<file path="src/rtl/cal_seq_pkg.sv">
package cal_seq_pkg;
   localparam int MODE_W = 3;
   localparam logic [MODE_W-1:0] MODE_NORM   = 3'b000;
   localparam logic [MODE_W-1:0] MODE_SYSOFS = 3'b100;
   localparam logic [MODE_W-1:0] MODE_BGCAL  = 3'b101;

   typedef enum logic [2:0] {
      ST_CONV,   // continuous conversion
      ST_SZS,    // system-offset: zero-scale step
      ST_SFS,    // system-offset: full-scale step
      ST_SSIG,   // system-offset: trailing signal conversion
      ST_BSIG,   // background: signal conversion
      ST_BZS     // background: zero-scale step
   } seq_state_e;
endpackage

</file>
<file path="src/rtl/cal_step_counter.sv">
module cal_step_counter #(
   parameter int STEP_TICKS = 3
) (
   input  logic clk,
   input  logic rst_n,
   input  logic clr,
   input  logic tick,
   output logic last
);
   generate
      if (STEP_TICKS == 1) begin : g_single
         assign last = tick;
      end else begin : g_count
         localparam int CW = $clog2(STEP_TICKS);
         localparam logic [CW-1:0] LAST_V = CW'(STEP_TICKS - 1);
         logic [CW-1:0] cnt;

         assign last = tick && (cnt == LAST_V);

         always_ff @(posedge clk or negedge rst_n) begin
            if (!rst_n)        cnt <= '0;
            else if (clr)      cnt <= '0;
            else if (last)     cnt <= '0;
            else if (tick)     cnt <= cnt + 1'b1;
         end

         // step counter never leaves its range
         a_r4_cnt_bound: assert property (@(posedge clk) disable iff (!rst_n)
            cnt <= LAST_V);
      end
   endgenerate
endmodule

</file>
<file path="src/rtl/cal_rdy_ctrl.sv">
module cal_rdy_ctrl (
   input  logic clk,
   input  logic rst_n,
   input  logic word_new,
   input  logic cal_req,
   input  logic mod_tick,
   input  logic force_hi,
   output logic rdy_n
);
   logic pend;

   always_ff @(posedge clk or negedge rst_n) begin
      if (!rst_n) begin
         rdy_n <= 1'b1;
         pend  <= 1'b0;
      end else if (word_new) begin
         rdy_n <= 1'b0;
         pend  <= 1'b0;
      end else begin
         if (force_hi) rdy_n <= 1'b1;
         if (pend && mod_tick) begin
            rdy_n <= 1'b1;
            pend  <= 1'b0;
         end else if (cal_req) begin
            pend  <= 1'b1;
         end
      end
   end

   // the flag only rises on a modulator tick or an explicit release
   a_r6_rise_cause: assert property (@(posedge clk) disable iff (!rst_n)
      $rose(rdy_n) |-> $past(mod_tick || force_hi));
   // the flag only falls for a fresh word
   a_r2_fall_cause: assert property (@(posedge clk) disable iff (!rst_n)
      $fell(rdy_n) |-> $past(word_new));
endmodule

</file>
<file path="src/rtl/cal_seq_fsm.sv">
module cal_seq_fsm
   import cal_seq_pkg::*;
(
   input  logic              clk,
   input  logic              rst_n,
   input  logic              mode_wr,
   input  logic [MODE_W-1:0] mode_wdata,
   input  logic              out_tick,
   input  logic              sync_req,
   input  logic              step_last,
   output logic              step_clr,
   output logic              word_new,
   output logic              cal_req,
   output logic              sync_hi,
   output logic [MODE_W-1:0] mode_q,
   output logic              phase_zs,
   output logic              phase_fs,
   output logic              phase_sig,
   output logic              word_latch,
   output logic              ofs_upd,
   output logic              gain_upd
);
   seq_state_e state, nxt;
   logic in_bg, accept_wr, skip_q;
   logic ofs_ev, gain_ev, clear_mode;

   assign in_bg     = (state == ST_BSIG) || (state == ST_BZS);
   assign accept_wr = mode_wr && !(in_bg && mode_wdata == MODE_BGCAL);
   assign step_clr  = accept_wr;
   assign cal_req   = accept_wr && (mode_wdata == MODE_SYSOFS);
   assign sync_hi   = sync_req && (state == ST_CONV) && !accept_wr;

   always_comb begin
      nxt        = state;
      word_new   = 1'b0;
      ofs_ev     = 1'b0;
      gain_ev    = 1'b0;
      clear_mode = 1'b0;
      if (accept_wr) begin
         case (mode_wdata)
            MODE_SYSOFS: nxt = ST_SZS;
            MODE_BGCAL:  nxt = ST_BSIG;
            default:     nxt = ST_CONV;
         endcase
      end else begin
         case (state)
            ST_CONV: word_new = out_tick && !skip_q;
            ST_SZS:  if (step_last) begin ofs_ev = 1'b1; nxt = ST_SFS; end
            ST_SFS:  if (step_last) begin
                        gain_ev = 1'b1; clear_mode = 1'b1; nxt = ST_SSIG;
                     end
            ST_SSIG: if (step_last) begin word_new = 1'b1; nxt = ST_CONV; end
            ST_BSIG: if (step_last) begin word_new = 1'b1; nxt = ST_BZS; end
            ST_BZS:  if (step_last) begin ofs_ev = 1'b1; nxt = ST_BSIG; end
            default: nxt = ST_CONV;
         endcase
      end
   end

   always_ff @(posedge clk or negedge rst_n) begin
      if (!rst_n) begin
         state      <= ST_CONV;
         mode_q     <= MODE_NORM;
         skip_q     <= 1'b0;
         word_latch <= 1'b0;
         ofs_upd    <= 1'b0;
         gain_upd   <= 1'b0;
      end else begin
         state      <= nxt;
         word_latch <= word_new;
         ofs_upd    <= ofs_ev;
         gain_upd   <= gain_ev;
         if (accept_wr)       mode_q <= mode_wdata;
         else if (clear_mode) mode_q <= MODE_NORM;
         if (accept_wr)                         skip_q <= 1'b0;
         else if (sync_hi)                      skip_q <= 1'b1;
         else if (state == ST_CONV && out_tick) skip_q <= 1'b0;
      end
   end

   assign phase_zs  = (state == ST_SZS) || (state == ST_BZS);
   assign phase_fs  = (state == ST_SFS);
   assign phase_sig = !(phase_zs || phase_fs);

   // the gain strobe coincides with a cleared mode field
   a_r4_clear_with_gain: assert property (@(posedge clk) disable iff (!rst_n)
      gain_upd |-> mode_q == MODE_NORM);
   // background mode never updates the gain
   a_r7_bg_no_gain: assert property (@(posedge clk) disable iff (!rst_n)
      in_bg |-> !gain_upd);
   // no data word during the two calibration steps
   a_r5_no_word_in_cal: assert property (@(posedge clk) disable iff (!rst_n)
      (state == ST_SZS || state == ST_SFS) |-> !word_latch);
endmodule

</file>
<file path="src/rtl/cal_seq_top.sv">
module cal_seq_top #(
   parameter int STEP_TICKS = 3
) (
   input  logic       clk,
   input  logic       rst_n,
   input  logic       mode_wr,
   input  logic [2:0] mode_wdata,
   input  logic       out_tick,
   input  logic       mod_tick,
   input  logic       sync_req,
   input  logic       rd_ack,
   output logic [2:0] mode_q,
   output logic       phase_zs,
   output logic       phase_fs,
   output logic       phase_sig,
   output logic       ofs_upd,
   output logic       gain_upd,
   output logic       word_latch,
   output logic       rdy_n
);
   generate
      if (STEP_TICKS < 1 || STEP_TICKS > 255) begin : g_bad_step
         $error("cal_seq_top: STEP_TICKS out of range");
      end
   endgenerate

   logic step_last, step_clr, word_new, cal_req, sync_hi;

   cal_step_counter #(.STEP_TICKS(STEP_TICKS)) u_cnt (
      .clk   (clk),
      .rst_n (rst_n),
      .clr   (step_clr),
      .tick  (out_tick),
      .last  (step_last)
   );

   cal_seq_fsm u_fsm (
      .clk        (clk),
      .rst_n      (rst_n),
      .mode_wr    (mode_wr),
      .mode_wdata (mode_wdata),
      .out_tick   (out_tick),
      .sync_req   (sync_req),
      .step_last  (step_last),
      .step_clr   (step_clr),
      .word_new   (word_new),
      .cal_req    (cal_req),
      .sync_hi    (sync_hi),
      .mode_q     (mode_q),
      .phase_zs   (phase_zs),
      .phase_fs   (phase_fs),
      .phase_sig  (phase_sig),
      .word_latch (word_latch),
      .ofs_upd    (ofs_upd),
      .gain_upd   (gain_upd)
   );

   cal_rdy_ctrl u_rdy (
      .clk      (clk),
      .rst_n    (rst_n),
      .word_new (word_new),
      .cal_req  (cal_req),
      .mod_tick (mod_tick),
      .force_hi (sync_hi || rd_ack),
      .rdy_n    (rdy_n)
   );

   // a data word strobe always sees data-ready active
   a_r2_word_rdy: assert property (@(posedge clk) disable iff (!rst_n)
      word_latch |-> !rdy_n);
   // exactly one phase selected
   a_r10_one_phase: assert property (@(posedge clk) disable iff (!rst_n)
      $countones({phase_zs, phase_fs, phase_sig}) == 1);
endmodule

</file>
<file path="config.mk">
export PLATFORM = sky130hd
export DESIGN_NAME = cal_seq_top
export DESIGN_NICKNAME = d
export VERILOG_FILES = /design/src/rtl/cal_seq_pkg.sv /design/src/rtl/cal_step_counter.sv /design/src/rtl/cal_rdy_ctrl.sv /design/src/rtl/cal_seq_fsm.sv /design/src/rtl/cal_seq_top.sv
export SDC_FILE = /design/constraint.sdc
export NUM_CORES = 1
export LEC_CHECK = 0
export ABC_AREA = 1
export BUFFER_PORTS_ARGS = -buffer_cell sky130_fd_sc_hd__buf_2
export CAP_MARGIN = 25
export CORE_UTILIZATION = 41
export DETAILED_ROUTE_END_ITERATION = 8
export SLEW_MARGIN = 10
export SYNTH_ARGS = -nofsm -noshare
export SYNTH_HDL_FRONTEND = slang
export SYNTH_SLANG_ARGS = --single-unit
</file>
<file path="constraint.sdc">
create_clock -name clk -period 1.7 [get_ports clk]
set_input_delay 0.34 -clock clk [delete_from_list [all_inputs] [get_ports clk]]
set_output_delay 0.34 -clock clk [all_outputs]
set_load 0.01 [all_outputs]
</file>
Word-level counts from Yosys, hierarchy flattened
Cells that the tools add are included.
{ "word_totals": {"register_bits": 14, "inputBits": 10, "wordCells": 79} }
{ "op_classes": {"addsub": 1, "eq_ne": 14, "n_mux": 29, "reduce_logical": 26} }
{ "ops": {"columns": ["operator", "count"], "rows": [
  ["$mux 3", 8],
  ["$pmux 3 s6", 1],
  ["$mux 1", 15],
  ["$eq 3x3->1 const B", 4],
  ["$ne 3x2->1 const B", 4],
  ["$reduce_bool 3->1", 4],
  ["$logic_and 1x1->1", 9],
  ["$eq 3x2->1 const B", 2],
  ["$mux 2", 3],
  ["$pmux 3 s2", 1],
  ["$reduce_and 6->1", 1],
  ["$logic_not 1->1", 4],
  ["$logic_or 1x1->1", 4],
  ["$reduce_or 2->1", 2],
  ["$eq 3x1->1 const B", 1],
  ["$logic_not 3->1", 1],
  ["$ne 3x3->1 const B", 1],
  ["$add 2x1->2 const B", 1],
  ["$eq 2x2->1 const B", 1],
  ["$ne 2x1->1 const B", 1],
  ["$pmux 1 s2", 1],
  ["$reduce_bool 2->1", 1]
]} }

Logic depth before layout (Yosys ltp)
{ "logic_depth": {"word_depth": 11, "mapped_depth": 8, "ltp_nobuf": 8} }

Hierarchy
Synthesis repeated with hierarchy kept, for this count alone.
{ "unflattened": {"cells_unflattened": 94, "hier_area_um2": 715.7} }
{ "modules_own_cells": {"columns": ["mod", "instances", "cells_per_inst", "area_each_um2"], "rows": [
  ["cal_seq_fsm", 1, 68, 524.3],
  ["cal_step_counter", 1, 14, 101.3],
  ["cal_rdy_ctrl", 1, 9, 78.8],
  ["cal_seq_top", 1, 3, 11.3]
]} }

Least setup slack after synthesis
OpenSTA, ideal clock, no wires.
{ "synth_timing": {"path_kind": "register to register", "from": "register u_fsm.state[1]", "to": "register u_rdy.pend", "setup_time_ns": 0.113, "arrival_time_ns": 1.009, "setup_slack_ns": 0.578, "path_stages_with_launch": 8, "path_cell_list": "dfrtp_1 > inv_2 > nand2_2 > o21ai_4 > buf_6 > nand2_4 > nand2_2 > nor2_2"} }
{ "synth_between": {"elab_chain_len": 7, "word_cells_on_any_way": 14} }
{ "synth_lines": {"columns": ["element", "line", "source"], "rows": [
  ["from (decl)", "cal_seq_fsm.sv:23", "seq_state_e state, nxt;"],
  ["from (signal assigned)", "cal_seq_fsm.sv:69", "state <= nxt;"],
  ["parallel branches: the longest is 7 deep, another holds $eq 3x2->1", null, null],
  ["to (signal assigned)", "cal_rdy_ctrl.sv:18", "pend <= 1'b0;"],
  ["to (signal assigned)", "cal_rdy_ctrl.sv:23", "pend <= 1'b0;"],
  ["to (signal assigned)", "cal_rdy_ctrl.sv:25", "pend <= 1'b1;"],
  ["to (decl)", "cal_rdy_ctrl.sv:10", "logic pend;"]
]} }
Parallel ways; which one is timed is not known.
A chain may end at the register's enable or synchronous reset.

Final worst setup path
{ "layout_timing": {"from": "register u_fsm.state[2]", "to": "output port phase_sig"} }
{ "layout_between": {"elab_chain_len": 4, "word_cells_on_any_way": 6} }
{ "layout_lines": {"columns": ["element", "line", "source"], "rows": [
  ["$eq 3x1->1 or $eq 3x3->1 (tied branches)", "cal_seq_fsm.sv:81", "assign phase_zs = (state == ST_SZS) || (state == ST_BZS);"],
  ["$logic_or 1x1->1", "cal_seq_fsm.sv:81", null],
  ["$logic_or 1x1->1 *", "cal_seq_fsm.sv:83", "assign phase_sig = !(phase_zs || phase_fs);"],
  ["$logic_not 1->1 *", "cal_seq_fsm.sv:83", null],
  ["to (decl)", "cal_seq_top.sv:15", "output logic phase_sig,"]
]} }
Mark *: on every way between the ends. The rest lies on a longest branch, timed or not.

==> impl_metrics.tcl <==
set metrics [dict create \
    holdPathStages 3 \
    worst_ep_arrival_time_ns 1.27 \
    rsz0062_at_grt "false" \
    routed_wl_um 1530 \
    place_ws_ns 0.275 \
    critical_path_class "flip-flop to primary output" \
    design_area_um2 898 \
    synthesis.nets 108 \
    htreeDepth 1 \
    tightest_slew_ns 0.387 \
    netlist_instances 98 \
    yosysSeqAreaShare_pct 47.6 \
    clock_sinks 14 \
    grt_pass1_wl_um 2620 \
    crit_buf_inv 3 \
    post_synth_instance_area_um2 738 \
    drc 0 \
    io_pins 20 \
    cp_slowest_cell "dfrtp_1" \
    critPathCaptureType "primary output" \
    tns_ns 0 \
    antenna_found_initial 0 \
    final_common_cell "nand2_1" \
    postCtsSetupRepairBufs 0 \
    hold_start "mode_wdata[2]" \
    cpPeakStageDelay_ns 0.44 \
    placed_area_um2 852 \
    path_clk_slew_ns 0.10 \
    synth_top_cell_area_share_pct 44.1 \
    die-area_um2 1970 \
    yosysTopAreaCell "dfrtp_1" \
    regToRegStartpoint "u_fsm.state[1]" \
    critPathRequiredTime_ns 1.36 \
    synthTopCellsByArea "dfrtp_1 44%, nand2_1 15%, inv_1 8.6%, nand3_1 6.1%, o21ai_0 4.7%" \
    dr_total_vias 644 \
    setup_viol 0 \
    drt_iter0_drc 15 \
    p_per_area_nw_per_um2 903 \
    grt_usage_pct 18.5 \
    clkLatencyLatePin_ns 0.29 \
    root_buffer "clkbuf_4" \
    gp_congestion 0.743 \
    post-route-period-util_pct 94.8 \
    fin_skew_ns 0.00709 \
    reg2reg_depth 7 \
    grt_max_degree 15 \
    grt-ovfl-total 0 \
    initial_utilization_pct 46.3 \
    drt-pass1-iter-count 4 \
    synth_warnings 0 \
    outcome "finished, final reports clean" \
    drtAntennaViolNets 0 \
    leakagePower_nw 0.541 \
    holdPathEnd "u_fsm.mode_q[2]" \
    cts_resized 0 \
    fp.dieW_um 44.4 \
    max_cap_violations 0 \
    layout_common_cells "29 x nand2_1, 19 x buf_2, 17 x inv_1" \
    wire_per_inst_um 10.6 \
    rows 14 \
    period_minus_slack_ns 1.61 \
    cp-start-kind "flip-flop" \
    postSynthAreaPerCell_um2 7.53 \
    portBuffers 19 \
    routed_via_density 4.44 \
    crit_top_cell "inv_1" \
    fillers 165 \
    tritoncts "built" \
    diodes 0 \
    clk_path_buf_depth 2 \
    slew_headroom_pct 74.1 \
    hpwl_um 1170 \
    finalPower_w 0.000811 \
    vdd_drop_max_uv 485 \
    area_growth_pct 21.7 \
    timing.final.ws_setup_ns 0.0888 \
    cts_made_buffers 3 \
    reg2reg_slack_ns 0.29 \
    crit_family "flip-flops" \
    synth_cell_types 18 \
    synth_seq_cells 14 \
    drv_slew 0 \
    hp-class "input port to flip-flop" \
    path_cells "inv_1 > nand3b_1 > nand2_1 > inv_1 > buf_2" \
    nets 132 \
    die_y_um 44.4 \
    r2r_end "u_fsm.state[1]" \
    path_max_fanout 5 \
    grt_pass1_vias 594 \
    drive_above_1_share_pct 25.6 \
    hold_viol 0 \
    core_um2 1590 \
    fmaxAchievable_mhz 621 \
]
==> power breakdown <==
part / switching (W) / internal (W) / total [W] / leakage, nW
logic: 0.000104 / 0.0000647 / 0.000169 / 0.338
registers: 0.0000235 / 0.000367 / 0.000390 / 0.182
clock network: 0.000122 / 0.000131 / 0.000252 / 0.0210
total: 0.000249 / 0.000562 / 0.000811 / 0.541
==> final cells by class <==
cell class	instances	area, um^2	area share (%)
Clock buffer	4	36.3	4.04
Inverter	18	67.6	7.52
Multi-Input combinational cell	65	308	34.3
Sequential cell	14	352	39.1
Tap cell	24	30.0	3.34
Timing Repair Buffer	20	105	11.7
==> how the worst max path moves through the flow <==
| stage | start | end | slack (ns) | cells past startpoint |
|---|---|---|---|---|
| 4_1_cts | u_fsm.state[2] | phase_sig | 0.09 | 5 |
| 3_5_place_dp | mode_wdata[1] | u_fsm.state[1] | 0.27 | 8 |
| 6_report | u_fsm.state[2] | phase_sig | 0.09 | 5 |
| 5_1_grt | u_fsm.state[2] | phase_sig | 0.02 | 5 |
| 3_3_place_gp | mode_wdata[1] | u_fsm.state[1] | 0.31 | 7 |
| 2_1_floorplan | u_fsm.state[1] | u_rdy.pend | 0.58 | 7 |
==> routing by layer <==
metal  GRT usage (%)  vias up  wire length (um)
li1                -      345                 -
met3            4.90        2                59
met1            24.9      282               741
met4            9.09        0                10
met2            27.4       15               721
met5               0        -                 0
==> metrics by stage <==
stage	std cells	hold WS, ns	util (%)
2_1_floorplan	98	0.0444	-
3_3_place_gp	140	0.250	53.5
3_5_place_dp	140	0.257	53.5
4_1_cts	145	0.284	56.4
5_1_grt	145	0.292	56.4
6_report	145	0.291	56.4
==> repair_timing <==
action,4_1_cts,5_1_grt
hold buffers,1,0
endpoints found under the setup margin,0,0
endpoints found under the hold margin,13,0
==> state kept, by name (all words and copies together) (netlist names) <==
register and flops:
u_fsm.mode_q 3, u_fsm.state 3, u_cnt.g_count.cnt 2, u_fsm.gain_upd 1, u_fsm.ofs_upd 1, u_fsm.skip_q 1, u_fsm.word_latch 1, u_rdy.pend 1
u_rdy.rdy_n 1
==> logic make-up after synthesis <==
group / Yosys count / share of synthesized area, %
xor gates and xnor gates: 1 / 1.19
buffers and inverters: 19 / 10.7
AOI/OAI and AO/OA: 9 / 7.63
and+or+nand+nor: 55 / 32.9
DFF: 14 / 47.6
==> worst reg2reg max path, cell delays in order, from the launching register on <==
cell	delay, ns
dfrtp_1	0.45
inv_2	0.10
nand2_2	0.08
o21ai_4	0.37
nand2_1	0.16
inv_1	0.09
nand2_1	0.05
nand2_1	0.06
==> Yosys cell counts <==
cell,n
a21oi_1,1
buf_6,1
dfrtp_1,13
dfstp_2,1
inv_1,17
inv_2,1
nand2_1,29
nand2_2,3
nand2_4,1
nand3_1,9
nand3b_1,1
nand4_1,1
nor2_1,9
nor2_2,1
nor3_1,1
o21ai_0,7
o21ai_4,1
xnor2_1,1
(Power assumes the default switching activity.)
